<file path="src/rtl/lcd_timing_gen.sv">
module lcd_timing_gen #(
  parameter int HW = 10,
  parameter int VW = 10
) (
  input  logic          clk,
  input  logic          rst_n,
  input  logic          cfg_load,
  input  logic [HW-1:0] cfg_hact,
  input  logic [HW-1:0] cfg_hsw,
  input  logic [HW-1:0] cfg_hbp,
  input  logic [HW-1:0] cfg_hfp,
  input  logic [VW-1:0] cfg_vact,
  input  logic [VW-1:0] cfg_vsw,
  input  logic [VW-1:0] cfg_vbp,
  input  logic [VW-1:0] cfg_vfp,
  input  logic          cfg_hs_pol,
  input  logic          cfg_vs_pol,
  input  logic          cfg_de_pol,
  input  logic          cfg_pclk_pol,
  input  logic          cfg_dbl_pclk,
  output logic          pclk_o,
  output logic          hsync_o,
  output logic          vsync_o,
  output logic          de_o,
  output logic          sof_o,
  output logic [HW-1:0] px_x,
  output logic [VW-1:0] px_y
);
  localparam int HCW = HW + 3;
  localparam int VCW = VW + 3;
  localparam int CW  = 4 * HW + 4 * VW + 5;

  logic [CW-1:0] pend, act;
  logic [HW-1:0] a_hact, a_hsw, a_hbp, a_hfp;
  logic [VW-1:0] a_vact, a_vsw, a_vbp, a_vfp;
  logic          a_hs_pol, a_vs_pol, a_de_pol, a_pc_pol, a_dbl;

  assign {a_hact, a_hsw, a_hbp, a_hfp, a_vact, a_vsw, a_vbp, a_vfp,
          a_hs_pol, a_vs_pol, a_de_pol, a_pc_pol, a_dbl} = act;

  logic [1:0]     ph;
  logic [HCW-1:0] hcnt;
  logic [VCW-1:0] vcnt;

  logic [HCW-1:0] h_sw_end, h_act_beg, h_act_end, h_last;
  logic [VCW-1:0] v_sw_end, v_act_beg, v_act_end, v_last;

  assign h_sw_end  = HCW'(a_hsw) + HCW'(1);
  assign h_act_beg = h_sw_end + HCW'(a_hbp) + HCW'(1);
  assign h_act_end = h_act_beg + HCW'(a_hact) + HCW'(1);
  assign h_last    = h_act_end + HCW'(a_hfp);
  assign v_sw_end  = VCW'(a_vsw) + VCW'(1);
  assign v_act_beg = v_sw_end + VCW'(a_vbp);
  assign v_act_end = v_act_beg + VCW'(a_vact) + VCW'(1);
  assign v_last    = v_act_end + VCW'(a_vfp) - VCW'(1);

  logic tick, line_end, frame_end, h_on, v_on, on, half;

  assign tick      = (ph == (a_dbl ? 2'd1 : 2'd3));
  assign line_end  = tick && (hcnt == h_last);
  assign frame_end = line_end && (vcnt == v_last);
  assign h_on      = (hcnt >= h_act_beg) && (hcnt < h_act_end);
  assign v_on      = (vcnt >= v_act_beg) && (vcnt < v_act_end);
  assign on        = h_on && v_on;
  assign half      = a_dbl ? ph[0] : ph[1];

  always_ff @(posedge clk or negedge rst_n) begin
    if (!rst_n) begin
      ph   <= '0;
      hcnt <= '0;
      vcnt <= '0;
      pend <= '0;
      act  <= '0;
    end else begin
      ph <= tick ? 2'd0 : ph + 2'd1;
      if (tick) hcnt <= line_end ? '0 : hcnt + HCW'(1);
      if (line_end) vcnt <= frame_end ? '0 : vcnt + VCW'(1);
      if (cfg_load) pend <= {cfg_hact, cfg_hsw, cfg_hbp, cfg_hfp,
                             cfg_vact, cfg_vsw, cfg_vbp, cfg_vfp,
                             cfg_hs_pol, cfg_vs_pol, cfg_de_pol,
                             cfg_pclk_pol, cfg_dbl_pclk};
      if (frame_end) act <= pend;
    end
  end

  assign pclk_o  = a_pc_pol ? half : ~half;
  assign hsync_o = (hcnt < h_sw_end) ? a_hs_pol : ~a_hs_pol;
  assign vsync_o = (vcnt < v_sw_end) ? a_vs_pol : ~a_vs_pol;
  assign de_o    = on ? a_de_pol : ~a_de_pol;
  assign sof_o   = rst_n && (hcnt == '0) && (vcnt == '0) && (ph == 2'd0);
  assign px_x    = on ? HW'(hcnt - h_act_beg) : '0;
  assign px_y    = on ? VW'(vcnt - v_act_beg) : '0;

  // the pixel counter never runs past the programmed line total
  a_r1_h_bound: assert property (@(posedge clk) disable iff (!rst_n)
    hcnt <= h_last);

  // the line counter never runs past the programmed frame total
  a_r3_v_bound: assert property (@(posedge clk) disable iff (!rst_n)
    vcnt <= v_last);

  // the pixel position holds for the whole pixel period
  a_r7_hold_pixel: assert property (@(posedge clk) disable iff (!rst_n)
    !tick |=> $stable(hcnt));

  // the working configuration changes only at a frame origin
  a_r8_swap_at_origin: assert property (@(posedge clk) disable iff (!rst_n)
    (act != $past(act)) |-> (hcnt == '0 && vcnt == '0 && ph == 2'd0));

  // a frame begins inside both sync pulses
  a_r9_sof_in_sync: assert property (@(posedge clk) disable iff (!rst_n)
    sof_o |-> (hsync_o == a_hs_pol && vsync_o == a_vs_pol));

  // the reported column stays inside the active width
  a_r2_x_range: assert property (@(posedge clk) disable iff (!rst_n)
    (de_o == a_de_pol) |-> (px_x <= a_hact));
endmodule

</file>
<file path="config.mk">
export PLATFORM = sky130hd
export DESIGN_NAME = lcd_timing_gen
export DESIGN_NICKNAME = d
export VERILOG_FILES = /design/src/rtl/lcd_timing_gen.sv
export SDC_FILE = /design/constraint.sdc
export NUM_CORES = 1
export LEC_CHECK = 0
export BUFFER_PORTS_ARGS = -buffer_cell sky130_fd_sc_hd__buf_4
export CAP_MARGIN = 20
export CORE_MARGIN = 8
export CORE_UTILIZATION = 55
export DETAILED_ROUTE_END_ITERATION = 16
export GPL_ROUTABILITY_DRIVEN = 0
export GPL_TIMING_DRIVEN = 1
export PLACE_DENSITY = 0.74
export SYNTH_ARGS = -nofsm -noshare
export SYNTH_HDL_FRONTEND = slang
export SYNTH_SLANG_ARGS = --single-unit
</file>
<file path="constraint.sdc">
create_clock -name clk -period 12.6 [get_ports clk]
set_input_delay 3.15 -clock clk [delete_from_list [all_inputs] [get_ports clk]]
set_output_delay 3.15 -clock clk [all_outputs]
set_load 0.02 [all_outputs]
</file>
==> results of run 1 <==
[per-layer routing]
metal / vias up / wire [microns] / part of all wire [%] / GRT usage [%]
li1: 4881 / - / - / -
met1: 5008 / 15080 / 47 / 29.28
met2: 264 / 14920 / 46 / 34.36
met3: 27 / 1956 / 6.0 / 4.209
met4: 0 / 425 / 1.3 / 5.237
met5: - / 0 / 0 / 0
[kinds of logic (layout without fill, tap and decap cells)]
kind of cell    count (synthesis)  in the layout
compound gates                240            240
buf+inv                       154            274
simple gates                  273            273
flops                         198            198
xor+xnor                      118            118
mux                           171            171
fa+ha+maj                     155            155
[power breakdown]
part	leakage, nW	switching (mW)	internal [mW]
clock	0.300	0.298	0.274
combinational	4.73	1.03	0.851
sequential	2.37	0.0654	0.697
[registers in the layout, indices dropped and copies added, names as in the netlist]
register	flops
act	85
pend	85
hcnt	13
vcnt	13
ph	2
[worst max-delay path, delay by kind of cell, from the launching register on]
family                     cells  cell delay, ns
xor gates and xnor gates       3            0.90
DFF                            1            0.45
adders and majority gates      4            1.13
and+or+nand+nor                5            0.92
buffers and inverters          2            0.56
AOI/OAI and AO/OA             11            2.32
[per-stage QoR]
step           hold WS (ns)  power (mW)
2_1_floorplan        0.4483       2.211
3_3_place_gp         0.4757       2.568
3_5_place_dp         0.4865       2.620
4_1_cts              0.4965       3.207
5_1_grt              0.5039       3.466
6_report             0.4946       3.212
[area by class of cell]
type | instances | area [sq um]
Fill cell | 2094 | 9313
Multi-Input combinational cell | 957 | 8165
Sequential cell | 198 | 4955
Timing Repair Buffer | 118 | 892.1
Inverter | 124 | 465.4
Clock buffer | 17 | 425.4
Tap cell | 330 | 412.9
Clock inverter | 15 | 190.2
[cell usage after synthesis (3+ instances only)]
master	instances	share of area, %
nor2_1	71	1.9
buf_6	3	0.25
a21boi_0	7	0.38
o21ai_0	51	1.9
nor3_1	21	0.77
o31ai_1	5	0.27
xnor2_1	74	4.7
xor2_1	40	2.6
inv_1	123	3.4
a211oi_1	11	0.60
a21o_1	26	1.4
and2_1	6	0.27
buf_2	7	0.26
o211ai_1	5	0.27
nand4_1	20	0.91
nor2b_1	13	0.59
buf_1	4	0.11
o31a_1	8	0.51
nor3b_1	8	0.44
nor4_1	14	0.64
a31oi_1	7	0.32
dfrtp_1	198	36
or3_1	7	0.32
o21bai_1	3	0.16
fa_1	8	1.2
o21ai_1	3	0.11
o2111ai_1	5	0.32
ha_1	147	13
o21a_1	28	1.5
and3_1	13	0.59
a21oi_1	49	1.8
mux2_2	153	13
xnor3_1	3	0.49
o311ai_0	4	0.26
or2_2	3	0.14
mux2_4	17	1.9
a2111oi_0	3	0.19
nand2_1	33	0.90
clkbuf_1	16	0.44
and4_1	6	0.38
nand2b_1	20	0.91
a31o_2	6	0.38
nand3_1	27	0.98
[how the worst max path moves through the flow]
stage | end | slack (ns) | depth (start not counted)
final | px_x[7] | 2.71 | 25
after global routing | px_x[5] | 2.08 | 27
after CTS | px_x[7] | 2.75 | 28
after detailed placement | px_x[7] | 3.27 | 28
after global placement | px_x[7] | 3.55 | 27
after floorplan | px_x[5] | 4.19 | 27
==> results.sh, run 1 <==
export IMPL_run_status="complete, no violations"
export IMPL_ant_nets=0
export IMPL_grt_usage_pct=21.39
export IMPL_design_area_sq_um=15510
export IMPL_synth_compound_area_share_pct=11.90
export IMPL_hold_depth=1
export IMPL_synth_simple_gate_area_share_pct=10.59
export IMPL_post_place_ws_ns=3.271
export IMPL_clk_path_buf_depth=2
export IMPL_max_freq_mhz=101.1
export IMPL_final_common_cell="dfrtp_1"
export IMPL_cap_viol_max_count=0
export IMPL_cts_made_buffers=17
export IMPL_synth_cell_type_count=70
export IMPL_grt_overflow=0
export IMPL_most_common_layout_cells="198 x dfrtp_1, 153 x mux2_2, 147 x ha_1"
export IMPL_hpwl_microns=25010
export IMPL_rows=58
export IMPL_synth_top_family_by_area="adder cells"
export IMPL_cts_root_buffer="clkbuf_16"
export IMPL_routed_wl_microns=32380
export IMPL_clk_latency_ns=0.45
export IMPL_cts_setup_buffers=0
export IMPL_syn_cell_area_sq_um=13720
export IMPL_synth_adder_area_share_pct=14.57
export IMPL_crit_required_ns=9.45
export IMPL_synth_edf_count=0
export IMPL_ys_ff_latch=198
export IMPL_htreeDepth=4
export IMPL_leakagePower_nw=7.398
export IMPL_syn2layout_area_growth_pct=13.02
export IMPL_num_vias=10180
export IMPL_critPathArrivalTime_ns=6.74
export IMPL_drt_iter0_drc=515
export IMPL_cts_tree="yes"
export IMPL_slew_headroom_pct=25.83
export IMPL_crit_slowest_cell="dfrtp_1"
export IMPL_cp_common_cell="ha_1"
export IMPL_setup_violations_final=0
export IMPL_final_cells=1759
export IMPL_clkTransAtPathRegs_ns=0.09
export IMPL_final_hold_viol_count=0
export IMPL_synthXorXnorAreaFrac_pct=7.889
export IMPL_final_core_util_pct=62.48
export IMPL_fin_ws_ns=2.710
export IMPL_cts_resized=0
export IMPL_fin_setup_tns_ns=0
export IMPL_slew_violations=0
export IMPL_initial_core_util_pct=55.28
export IMPL_cts_sinks=198
export IMPL_cts_hold_buf=0
export IMPL_die_area_sq_um=30250
export IMPL_rrSetupSlack_ns=5.00
export IMPL_syn_avg_cell_area_sq_um=10.48
export IMPL_crit_start="act[25]$_DFFE_PN0P_"
export IMPL_drt_wirelength_per_cell_microns=18.41
export IMPL_hold_class="flip-flop to flip-flop"
export IMPL_r2r_cells=25
export IMPL_synthCells=1309
export IMPL_hp_start="ph[0]$_DFF_PN0_"
export IMPL_crit_fanout=11
export IMPL_yosysWarnings=0
export IMPL_ys_seq_area_share_pct=36.11
export IMPL_grt_max_degree=87
export IMPL_grt_pass1_vias=10370
export IMPL_synth_mux_area_share_pct=14.49
export IMPL_peakVddDrop_mv=0.1609
export IMPL_core_area_sq_um=24820
export IMPL_critPathMaxStageDelay_ns=0.45
export IMPL_p_per_area_nw_per_um2=207.2
export IMPL_ys_flop_type="dfrtp_1"
export IMPL_worst_setup_path_start_kind="flip-flop"
export IMPL_die_h_microns=173.9
export IMPL_async_flop_share_pct=100.0
export IMPL_diodes=0
export IMPL_die_x_microns=173.9
export IMPL_r2r_start="act[65]$_DFFE_PN0P_"
export IMPL_hold_end="ph[0]$_DFF_PN0_"
export IMPL_placed_area_sq_um=14890
export IMPL_r2r_end="act[75]$_DFFE_PN0P_"
export IMPL_cp_end_kind="primary output"
export IMPL_port_buffers=112
export IMPL_antenna_found_initial=0
export IMPL_num_nets_final=1659
export IMPL_synth_nets=1552
export IMPL_grt_pass1_wl_microns=52940
export IMPL_tightestPinTransition_ns=1.104
export IMPL_dp_cells=1727
export IMPL_skew_ns=0.01765
export IMPL_dr_pass1_iters=5
export IMPL_layout_drive_gt1_share_pct=23.93
export IMPL_post_route_period_util_pct=78.49
export IMPL_ios=113
export IMPL_viasPerCell=5.787
export IMPL_drc=0
export IMPL_period_needed_ns=9.890
export IMPL_grt_setup_unrepaired="false"
export IMPL_crit_type="flip-flop to primary output"
(Power assumes the default switching activity.)
==> run 2: changes to the inputs <==
--- a/config.mk
+++ b/config.mk
@@ -12,7 +12,7 @@
 export DETAILED_ROUTE_END_ITERATION = 16
 export GPL_ROUTABILITY_DRIVEN = 0
 export GPL_TIMING_DRIVEN = 1
-export PLACE_DENSITY = 0.74
+export PLACE_DENSITY = 0.77
 export SYNTH_ARGS = -nofsm -noshare
 export SYNTH_HDL_FRONTEND = slang
 export SYNTH_SLANG_ARGS = --single-unit
==> constraint.sdc (replaced) <==
create_clock -name clk -period 8.23 [get_ports clk]
set_input_delay 2.0575 -clock clk [delete_from_list [all_inputs] [get_ports clk]]
set_output_delay 2.0575 -clock clk [all_outputs]
set_load 0.02 [all_outputs]
==> results.sh, run 2 (synthesis gave the netlist of run 1 again) <==
export IMPL_placed_area_sq_um=14930
export IMPL_routed_wl_microns=33500
export IMPL_layout_drive_gt1_share_pct=25.80
export IMPL_final_common_cell="dfrtp_1"
export IMPL_cp_end_kind="primary output"
export IMPL_grt_usage_pct=22.02
export IMPL_tightestPinTransition_ns=0.9705
export IMPL_design_area_sq_um=15670
export IMPL_skew_ns=0.01974
export IMPL_final_hold_viol_count=0
export IMPL_clk_latency_ns=0.44
export IMPL_hold_depth=1
export IMPL_rows=58
export IMPL_top_regs="act x85, pend x85"
export IMPL_hpwl_microns=25380
export IMPL_cap_viol_max_count=0
export IMPL_crit_required_ns=6.17
export IMPL_peakVddDrop_mv=0.2080
export IMPL_clk_path_buf_depth=2
export IMPL_drc=0
export IMPL_p_per_area_nw_per_um2=314.6
export IMPL_crit_fanout=11
export IMPL_grt_pass1_vias=10750
export IMPL_cts_hold_buf=0
export IMPL_rrSetupSlack_ns=1.09
export IMPL_most_common_layout_cells="194 x dfrtp_1, 153 x mux2_2, 144 x ha_1"
export IMPL_core_area_sq_um=24820
export IMPL_num_vias=10360
export IMPL_cts_tree="yes"
export IMPL_dr_pass1_iters=5
export IMPL_die_area_sq_um=30250
export IMPL_port_buffers=112
export IMPL_num_nets_final=1668
export IMPL_drt_wirelength_per_cell_microns=18.95
export IMPL_worst_setup_path_start_kind="flip-flop"
export IMPL_crit_type="flip-flop to primary output"
export IMPL_setup_violations_final=0
export IMPL_post_route_period_util_pct=97.21
export IMPL_cts_made_buffers=17
export IMPL_leakagePower_nw=7.442
export IMPL_ant_nets=0
export IMPL_max_freq_mhz=125.0
export IMPL_cts_root_buffer="clkbuf_16"
export IMPL_grt_overflow=0
export IMPL_clkTransAtPathRegs_ns=0.08
export IMPL_htreeDepth=4
export IMPL_diodes=0
export IMPL_total_power_mw=4.928
export IMPL_slew_headroom_pct=34.48
export IMPL_die_x_microns=173.9
export IMPL_grt_pass1_wl_microns=54620
export IMPL_grt_max_degree=79
export IMPL_cts_sinks=198
export IMPL_drt_iter0_drc=556
export IMPL_viasPerCell=5.857
export IMPL_period_needed_ns=8.001
export IMPL_hold_class="flip-flop to flip-flop"
export IMPL_ios=113
export IMPL_run_status="complete, no violations"
export IMPL_slew_violations=0
export IMPL_die_h_microns=173.9
export IMPL_initial_core_util_pct=55.28
export IMPL_antenna_found_initial=1
export IMPL_r2r_cells=23
export IMPL_critPathArrivalTime_ns=5.94
export IMPL_syn2layout_area_growth_pct=14.18
## run 2: stage by stage
stage / util [%] / instances / setup slack (ns) / setup TNS, ns / hold slack [ns]
floorplan: - / 1309 / 0.9175 / 0 / 0.4483
global placement: 60.17 / 1731 / 0.7051 / 0 / 0.4755
detailed placement: 60.17 / 1731 / 0.4859 / 0 / 0.4867
CTS: 62.59 / 1763 / 0.02591 / 0 / 0.5012
global route: 63.12 / 1768 / -0.03034 / -0.06938 / 0.5194
finish: 63.12 / 1768 / 0.2292 / 0 / 0.4991
## run 2: final timing paths
check / start / endpoint
max in group asynchronous: rst_n / act[27]$_DFFE_PN0P_
hold / removal: ph[0]$_DFF_PN0_ / ph[0]$_DFF_PN0_
hold reg to reg: ph[0]$_DFF_PN0_ / ph[0]$_DFF_PN0_
setup / recovery: act[25]$_DFFE_PN0P_ / px_x[7]
min in group asynchronous: rst_n / pend[75]$_DFFE_PN0P_
setup reg to reg: act[65]$_DFFE_PN0P_ / act[25]$_DFFE_PN0P_
## run 2: power by group
part	internal [mW]	switching [mW]	leakage (nW)
Clock	0.434	0.426	0.274
Combinational	1.33	1.56	4.80
Sequential	1.07	0.107	2.36
Total	2.83	2.10	7.44
## run 2: metal layers
layer	GRT usage (%)	vias to the layer above	part of all wire [%]
met1	29.58	5065	45
met4	7.481	2	2.4
li1	-	4917	-
met5	0	-	0.039
met3	3.949	61	5.7
met2	35.40	311	47
## run 2: final cells by class
cell class,instances,area (sq um)
inverter,124,465.4
clock buffer,18,429.2
timing repair buffer,127,969.7
fill,2030,9154
tap,330,412.9
clock inverter,14,165.2
sequential,198,4960
multi-input combinational,957,8263
## run 2: critical path, stage by stage, from the launching register on
cell and delay, ns:
dfrtp_2 0.41, ha_1 0.22, and4_4 0.25, nand2_1 0.09, xnor2_2 0.16, ha_1 0.22
or3_1 0.37, and3_1 0.19, o31a_1 0.27, nor2_1 0.18, xnor2_2 0.15, ha_2 0.40
a21oi_1 0.10, o21ai_0 0.08, o21ai_1 0.11, or3b_2 0.54, ha_1 0.32, a2111oi_1 0.33
o21ai_0 0.15, a21oi_1 0.15, o211ai_1 0.13, buf_4 0.24, nor3_1 0.26, buf_4 0.20
## run 2: what timing repair did
| item | 4_1_cts | 5_1_grt |
|---|---|---|
| endpoints found under the setup margin | 2 | 21 |
| pin swaps | 0 | 4 |
| buffers inserted | 0 | 4 |
| resized for setup | 1 | 25 |
